===== config.mk =====
export PLATFORM = sky130hd
export DESIGN_NAME = static_mesh_switch
export DESIGN_NICKNAME = d
export VERILOG_FILES = /design/src/rtl/static_mesh_switch.sv
export SDC_FILE = /design/constraint.sdc
export NUM_CORES = 1
export LEC_CHECK = 0
export ABC_AREA = 0
export CORE_MARGIN = 2
export CORE_UTILIZATION = 40
export CTS_CLUSTER_DIAMETER = 100
export DETAILED_ROUTE_END_ITERATION = 12
export HOLD_SLACK_MARGIN = 0.06
export PLACE_DENSITY_LB_ADDON = 0.1
export SLEW_MARGIN = 20
export SYNTH_ARGS = -nofsm -noshare
export SYNTH_HDL_FRONTEND = slang
export SYNTH_SLANG_ARGS = --single-unit

===== constraint.sdc =====
create_clock -name clk -period 4.9 [get_ports clk]
set_input_delay 0.735 -clock clk [delete_from_list [all_inputs] [get_ports clk]]
set_output_delay 0.735 -clock clk [all_outputs]
set_load 0.005 [all_outputs]

===== src/rtl/static_mesh_switch.sv =====
module static_mesh_switch #(
  parameter int W  = 32,
  parameter int AW = 4
) (
  input  logic                        clk,
  input  logic                        rst_n,
  input  logic                        run,
  input  logic                        cfg_we,
  input  logic [AW-1:0]               cfg_addr,
  input  logic [3*5+AW:0]             cfg_data,
  input  logic [4:0][W-1:0]           in_data,
  input  logic [4:0]                  in_valid,
  output logic [4:0]                  in_ready,
  output logic [4:0][W-1:0]           out_data,
  output logic [4:0]                  out_valid,
  input  logic [4:0]                  out_ready
);
  localparam int NP    = 5;
  localparam int DEPTH = 1 << AW;
  localparam int IW    = 3*NP + 1 + AW;
  localparam int JBIT  = 3*NP;

  logic [IW-1:0] sched [DEPTH];
  logic [AW-1:0] pc;
  logic [IW-1:0] instr;
  logic [NP-1:0] drive, need_in, space;
  logic [NP-1:0][W-1:0] pick;
  logic fire;

  assign instr = sched[pc];

  always_comb begin
    drive   = '0;
    need_in = '0;
    pick    = '0;
    for (int k = 0; k < NP; k++) begin
      logic [2:0] s;
      s = instr[3*k +: 3];
      if (s >= 3'd1 && s <= 3'd5) begin
        drive[k]   = 1'b1;
        need_in[s - 3'd1] = 1'b1;
        pick[k]    = in_data[s - 3'd1];
      end
    end
  end

  assign space    = ~out_valid | out_ready;
  assign fire     = run && ((need_in & ~in_valid) == '0) && ((drive & ~space) == '0);
  assign in_ready = fire ? need_in : '0;

  always_ff @(posedge clk)
    if (cfg_we && !run) sched[cfg_addr] <= cfg_data;

  always_ff @(posedge clk or negedge rst_n)
    if (!rst_n)       pc <= '0;
    else if (!run)    pc <= '0;
    else if (fire)    pc <= instr[JBIT] ? instr[IW-1:JBIT+1] : pc + 1'b1;

  for (genvar k = 0; k < NP; k++) begin : g_out
    always_ff @(posedge clk or negedge rst_n)
      if (!rst_n) begin
        out_valid[k] <= 1'b0;
        out_data[k]  <= '0;
      end else if (fire && drive[k]) begin
        out_valid[k] <= 1'b1;
        out_data[k]  <= pick[k];
      end else if (out_ready[k]) begin
        out_valid[k] <= 1'b0;
      end

    a_r3_hold_blocked: assert property (@(posedge clk) disable iff (!rst_n)
      out_valid[k] && !out_ready[k] |=> out_valid[k] && $stable(out_data[k]));

    a_r1_one_hop: assert property (@(posedge clk) disable iff (!rst_n)
      fire && drive[k] |=> out_valid[k] && out_data[k] == $past(pick[k]));
  end

  a_r5_ready_needs_valid: assert property (@(posedge clk) disable iff (!rst_n)
    (in_ready & ~in_valid) == '0);

  a_r5_pc_holds_on_stall: assert property (@(posedge clk) disable iff (!rst_n)
    run && !fire |=> $stable(pc));

  a_r8_stopped_pc_zero: assert property (@(posedge clk) disable iff (!rst_n)
    !run |=> pc == '0);

  a_r8_stopped_no_issue: assert property (@(posedge clk) disable iff (!rst_n)
    !run |-> in_ready == '0);
endmodule


# Yosys cells after proc, flatten, opt, wreduce, memory -nomap -nowiden
# Memories as Yosys holds them, arrays and structs flattened.
# Index checks and enable logic that the tools add are counted.
dict set report totals {
  regBits 169
  mem_bits_rw 320
  in_bits 198
  out_inout_bits 170
  word_cells 126
  mem_count 1
}
# memory depth width rd rd_clocked_by_memory_dff write_ports line
set mem_list {}
lappend mem_list {sched 16 20 1 0 1 23} ;# logic [IW-1:0] sched [DEPTH];
dict set report op_classes {
  addsub 6
  magnitude_cmp 20
  n_eq_ne 1
  n_mux 51
  n_bitwise 10
  reduce_logical 26
}
# cell count
set ops {}
lappend ops {{binary-select mux 32 bit (select 3 bit)} 5}
lappend ops {{2-to-1 mux 32 bit} 10}
lappend ops {{>= comparator 3 x 1 -> 1 bit, second input constant} 10}
lappend ops {{2-to-1 mux 5 bit} 6}
lappend ops {{OR 5 bit} 5}
lappend ops {{2-to-1 mux 1 bit} 22}
lappend ops {{less-than comparator 3 x 4 -> 1 bit, second input constant} 5}
lappend ops {{logical AND 1 bit} 18}
lappend ops {{demux 1 bit (select 3 bit)} 5}
lappend ops {{<= comparator 3 bit, second input constant} 5}
lappend ops {{NOT 5 bit} 3}
lappend ops {{subtractor 3 x 1 -> 3 bit, second input constant} 5}
lappend ops {{2-to-1 mux 4 bit} 3}
lappend ops {{AND 5 bit} 2}
lappend ops {{zero test 5 bit} 2}
lappend ops {{nonzero test 2 bit} 5}
lappend ops {{adder 4 x 1 -> 4 bit, second input constant} 1}
lappend ops {{!= test 2 x 1 -> 1 bit, second input constant} 1}
lappend ops {{zero test 1 bit} 1}

# Depth between registers and ports, before layout
# An unclocked memory read counts as a cell.
dict set report depth {
  depth_word 21
  mapped_depth 24
  ltp_nobuf 15
}

# Worst setup path before layout
# No wires, ideal clock.
dict set report synth_timing {
  path_type {register -> output}
  start {register pc[0]}
  end {output port in_ready[0]}
  t_arrival_ns 4.342
  required_time_ns 4.165
  setup_slack_ns -0.177
  stages_incl_launch_ff 20
  n_path_buf 7
  cell_sequence {dfrtp_1 -> buf_6 -> buf_4 -> mux4_2 -> nand3_1 -> and4_1 -> clkbuf_1 -> clkbuf_1 -> clkbuf_1 -> ha_1 -> clkbuf_1 -> mux2i_1 -> a211o_1 -> a32oi_1 -> a41oi_1 -> nor4_1 -> o211a_1 -> buf_6 -> nand2_1 -> a31oi_1}
}
dict set report synth_via {
  elab_chain_cells 20
  word_cells_on_any_way 67
  classes_between {add/sub (5); order compare (20); mux (21); bitwise (6); reduce/logical (14); memory (1)}
}
# element line
set synth_lines {}
lappend synth_lines {{start: declaration} 24} ;# logic [AW-1:0] pc;
lappend synth_lines {{start signal: assignment} 57} ;# else if (fire) pc <= instr[JBIT] ? instr[IW-1:JBIT+1] : pc + 1'b1;
lappend synth_lines {{memory (16 x 20 bit) *} n/a}
lappend synth_lines {{subtractor 3 x 1 -> 3 bit} 41} ;# need_in[s - 3'd1] = 1'b1;
lappend synth_lines {{less-than comparator 3 x 4 -> 1 bit (not written as such) / >= comparator 3 x 1 -> 1 bit (equally long branches)} 41}
lappend synth_lines {{logical AND 1 bit (not written as such)} 41}
lappend synth_lines {{2-to-1 mux 1 bit (not written as such)} 41}
lappend synth_lines {{demux 1 bit (select 3 bit)} 41}
lappend synth_lines {{2-to-1 mux 5 bit} 39} ;# if (s >= 3'd1 && s <= 3'd5) begin
lappend synth_lines {{OR 5 bit (no source line)} n/a}
lappend synth_lines {{[3 not listed]} n/a}
lappend synth_lines {{OR 5 bit (no source line)} n/a}
lappend synth_lines {{2-to-1 mux 5 bit} 39}
lappend synth_lines {{OR 5 bit (no source line)} n/a}
lappend synth_lines {{2-to-1 mux 5 bit} 39}
lappend synth_lines {{AND 5 bit} 48} ;# assign fire = run && ((need_in & ~in_valid) == '0) && ((drive & ~space) == '0);
lappend synth_lines {{zero test 5 bit} 48}
lappend synth_lines {{logical AND 1 bit (2 in a row)} 48}
lappend synth_lines {{2-to-1 mux 5 bit *} 49} ;# assign in_ready = fire ? need_in : '0;
lappend synth_lines {{end: declaration} 13} ;# output logic [4:0] in_ready,
# Every way passes the cells marked *; elsewhere a longest branch is shown, timed or not.

# Final worst setup path
dict set report layout_timing {
  start {register pc[0]}
  end {output port in_ready[2]}
}
# The elaborated chain is that of the path after synthesis.

==> insert_results.sql <==
INSERT INTO impl_metrics (metric_group, metric, value, unit) VALUES
('setup_path', 'setup.worst_path.end_class', 'output pin', ''),
('route', 'post-route-drc-count', '0', ''),
('route', 'drt_pass1_iterations', '6', ''),
('power_and_ir_drop', 'power_density', '836', 'mW/mm²'),
('route', 'detailed_route_wire_length_per_cell', '29.1', 'µm'),
('placement', 'place_ws', '-190', 'ps'),
('power_and_ir_drop', 'power_frac_clock', '15.2', '%'),
('clock_network', 'clock-sinks', '489', ''),
('timing', 'max_clock_freq', '0.195', 'GHz'),
('setup_path', 'crit-reg2reg-capture', 'out_data[113]$_DFFE_PN0P_', ''),
('synthesis', 'yosys_warnings', '0', ''),
('global_route', 'antenna_found_initial', '13', ''),
('timing', 'slew_margin_rel', '16.4', '%'),
('floorplan', 'design.die.area', '0.0691', 'mm²'),
('setup_path', 'timing.rr.start', 'pc[0]$_DFFE_PN0P_', ''),
('hold_path', 'hold_class', 'primary input to async pin', ''),
('synthesis', 'yosys_register_bits', '489', ''),
('power_and_ir_drop', 'comb_power_share', '65.1', '%'),
('clock_network', 'cts_tree', 'yes', ''),
('finish', 'final_nets', '2899', ''),
('synthesis', 'yosysTopAreaCellShare', '35.8', '%'),
('flow_run', 'maxCapViolations', '0', ''),
('floorplan', 'chipHeight', '263', 'µm'),
('clock_network', 'clk_pin_slew', '60', 'ps'),
('setup_path', 'critical_path_maximum_fanout', '6', ''),
('finish', 'layout.cell_area.non_filler', '0.0346', 'mm²'),
('floorplan', 'start_util', '40.6', '%'),
('route', 'vias_per_cell', '6.19', ''),
('power_and_ir_drop', 'switching_share', '45.5', '%'),
('power_and_ir_drop', 'p_leak', '13.3', 'nW'),
('synthesis', 'synth.yosys.seq_area_share', '51.6', '%'),
('timing', 'finalWorstPathRequiredPeriod', '5130', 'ps'),
('finish', 'area_growth', '29.1', '%'),
('global_route', 'grt_usage', '29.6', '%'),
('timing', 'hold_viol', '0', ''),
('synthesis', 'synthTopCellsByArea', 'sky130_fd_sc_hd__edfxtp_1 36%, sky130_fd_sc_hd__dfrtp_1 16%, sky130_fd_sc_hd__mux2_4 6.2%', ''),
('timing', 'setup-violations-final', '5', ''),
('status', 'failed_checks', 'negative setup slack', ''),
('setup_path', 'rrSetupSlack', '450', 'ps'),
('power_and_ir_drop', 'total_power', '0.0289', 'W'),
('finish', 'drive_gt1_share', '20.9', '%'),
('route', 'vias', '22300', ''),
('finish', 'final-seq-area', '0.0138', 'mm²'),
('finish', 'n_fill_cell', '5677', ''),
('timing', 'worst_pin_slew', '1250', 'ps'),
('floorplan', 'io_pins', '368', ''),
('placement', 'io_buffers', '367', ''),
('floorplan', 'dieWidth', '263', 'µm'),
('setup_path', 'cp-start-kind', 'register', ''),
('floorplan', 'coreArea', '0.0661', 'mm²'),
('status', 'status', 'finished, violations left', ''),
('finish', 'area_used_by_multi_input_combinational_logic', '0.0124', 'mm²'),
('placement', 'dpl.hpwl', '67100', 'µm'),
('power_and_ir_drop', 'peakVddDrop', '0.000894', 'V'),
('global_route', 'pin_count_of_the_biggest_net_entering_global_routing', '105', ''),
('clock_network', 'cts.htree.levels', '2', ''),
('power_and_ir_drop', 'intPower', '0.0158', 'W'),
('placement', 'detailed_place.area', '0.0321', 'mm²'),
('route', 'detail_route.wirelength', '105000', 'µm'),
('timing', 'final_critical_path_setup_slack', '-235', 'ps'),
('placement', 'gp_congestion', '0.915', ''),
('timing', 'grt_setup_unrepaired', 'true', ''),
('global_route', 'overflow', '0', ''),
('setup_path', 'worst-setup-path-type', 'register to output pin', ''),
('power_and_ir_drop', 'p_seq_share', '19.8', '%'),
('setup_path', 'timing.critical_path.from', 'pc[0]$_DFFE_PN0P_', ''),
('global_route', 'first_pass_grt_wire_length', '153000', 'µm'),
('clock_network', 'numCtsBuffers', '54', ''),
('timing', 'skew', '30.6', 'ps'),
('global_route', 'number_of_global_route_vias_before_repair', '22200', ''),
('route', 'antenna_violating_nets_post_route', '0', '');
power groups by stage:
stage | registers, W | clock network (W) | logic (W)
2_1_floorplan | 0.00559 | 0 | 0.0110
3_3_place_gp | 0.00580 | 0 | 0.0174
5_1_grt | 0.00578 | 0.00460 | 0.0198
3_5_place_dp | 0.00580 | 0 | 0.0177
4_1_cts | 0.00571 | 0.00445 | 0.0182
6_report | 0.00572 | 0.00438 | 0.0188
cell usage after synthesis (4+ instances only):
master                       n
sky130_fd_sc_hd__buf_6      21
sky130_fd_sc_hd__mux4_2     71
sky130_fd_sc_hd__mux2_4    111
sky130_fd_sc_hd__nand2_1   253
sky130_fd_sc_hd__a21o_1      4
sky130_fd_sc_hd__or3_1       7
sky130_fd_sc_hd__o221ai_1   53
sky130_fd_sc_hd__clkbuf_1  138
sky130_fd_sc_hd__edfxtp_1  320
sky130_fd_sc_hd__xnor2_1     8
sky130_fd_sc_hd__nand2b_1   29
sky130_fd_sc_hd__a22o_1     71
sky130_fd_sc_hd__nor2_1     65
sky130_fd_sc_hd__dfrtp_1   169
sky130_fd_sc_hd__a22oi_1    68
sky130_fd_sc_hd__nor3_1     12
sky130_fd_sc_hd__mux2_2     26
sky130_fd_sc_hd__and4_1      4
sky130_fd_sc_hd__a21oi_1   259
sky130_fd_sc_hd__nand3_1    30
sky130_fd_sc_hd__o21ai_0   138
sky130_fd_sc_hd__ha_1       11
sky130_fd_sc_hd__a221oi_1    6
sky130_fd_sc_hd__a31oi_1    39
sky130_fd_sc_hd__nor2b_1     9
sky130_fd_sc_hd__and3_1      4
sky130_fd_sc_hd__inv_1      55
sky130_fd_sc_hd__buf_1      11
sky130_fd_sc_hd__buf_2      12
sky130_fd_sc_hd__buf_4       9
sky130_fd_sc_hd__o22ai_1    39
sky130_fd_sc_hd__and2_1     12
sky130_fd_sc_hd__mux2i_1   123
sky130_fd_sc_hd__a21boi_0   33
flip-flops by register name, indices dropped and copies added (netlist names):
name       flops
sched        320
pc             4
out_data     160
out_valid      5
worst max-delay path by stage:
stage	to	slack [ps]	cells past startpoint
finish	in_ready[2]	-230	18
global route	in_ready[2]	-320	18
CTS	in_ready[2]	-140	16
detailed placement	in_ready[2]	-190	18
global placement	in_ready[1]	-8	18
floorplan	in_ready[0]	7	19
metal layers:
metal  vias to the layer above  share of wire [%]  track usage [%]
met4                         6                4.9             13.6
met1                     11100                 40             38.7
met3                       316                8.8             5.91
li1                       9590                  -                -
met5                         -              0.031                0
met2                      1348                 47             47.6
layout make-up:
cell class	instances	share of cell area, %
sequential	489	40.0
multi-input combinational	1548	35.7
timing repair buffer	535	14.9
clock buffer	64	4.07
tap	864	3.12
clock inverter	37	1.43
inverter	62	0.687
antenna	10	0.0723
placed cells by master, fill, tap and decap left out, types with 63 or more instances in the layout:
master / instances
sky130_fd_sc_hd__a21oi_1: 257
sky130_fd_sc_hd__mux2i_1: 122
sky130_fd_sc_hd__buf_4: 143
sky130_fd_sc_hd__dfrtp_1: 165
sky130_fd_sc_hd__mux4_2: 71
sky130_fd_sc_hd__o21ai_0: 138
sky130_fd_sc_hd__a22o_1: 71
sky130_fd_sc_hd__nand2_1: 250
sky130_fd_sc_hd__mux2_4: 113
sky130_fd_sc_hd__edfxtp_1: 320
sky130_fd_sc_hd__clkdlybuf4s50_1: 361
sky130_fd_sc_hd__a22oi_1: 63
logic make-up after synthesis:
logic type	Yosys count	synth area share, %
AND/OR/NAND/NOR	443	7.38
multiplexers	334	18.0
XOR/XNOR	11	0.359
flip-flops	489	51.6
AO/OA/AOI/OAI	749	17.8
adder cells (fa/ha/maj)	11	0.513
buffers and inverters	253	4.32
metrics by stage:
step,hold WS [ps],utilization (%),setup TNS (ps),instances
after floorplan,439,-,0,2290
after global placement,482,48.5,-7.56,3465
after detailed placement,491,48.5,-759,3465
after CTS,153,52.1,-605,3591
after global routing,179,52.4,-1470,3605
final,130,52.4,-1060,3609
worst max-delay path, cell delays in order, from the launching register on:
cell                       delay [ps]
sky130_fd_sc_hd__dfrtp_4          530
sky130_fd_sc_hd__buf_6            150
sky130_fd_sc_hd__mux2_2           240
sky130_fd_sc_hd__o221ai_1         130
sky130_fd_sc_hd__a21boi_1         340
sky130_fd_sc_hd__nor2_4           110
sky130_fd_sc_hd__ha_4             200
sky130_fd_sc_hd__nand2_4           70
sky130_fd_sc_hd__nor2_2            30
sky130_fd_sc_hd__and3_1           170
sky130_fd_sc_hd__a211o_1          280
sky130_fd_sc_hd__a32oi_2          230
sky130_fd_sc_hd__a41oi_2          160
sky130_fd_sc_hd__nor4_2           300
sky130_fd_sc_hd__o211a_1          240
sky130_fd_sc_hd__nand2_2           70
sky130_fd_sc_hd__buf_6            130
sky130_fd_sc_hd__a31oi_4          210
sky130_fd_sc_hd__buf_2            160
repair_timing:
action,4_1_cts,5_1_grt
endpoints found under the setup margin,5,5
setup buffers,27,9
pin swaps,25,9
hold buffers,0,0
gates resized for setup,80,23
gates cloned,1,0
No activity file was read; power rests on OpenSTA's default activity.
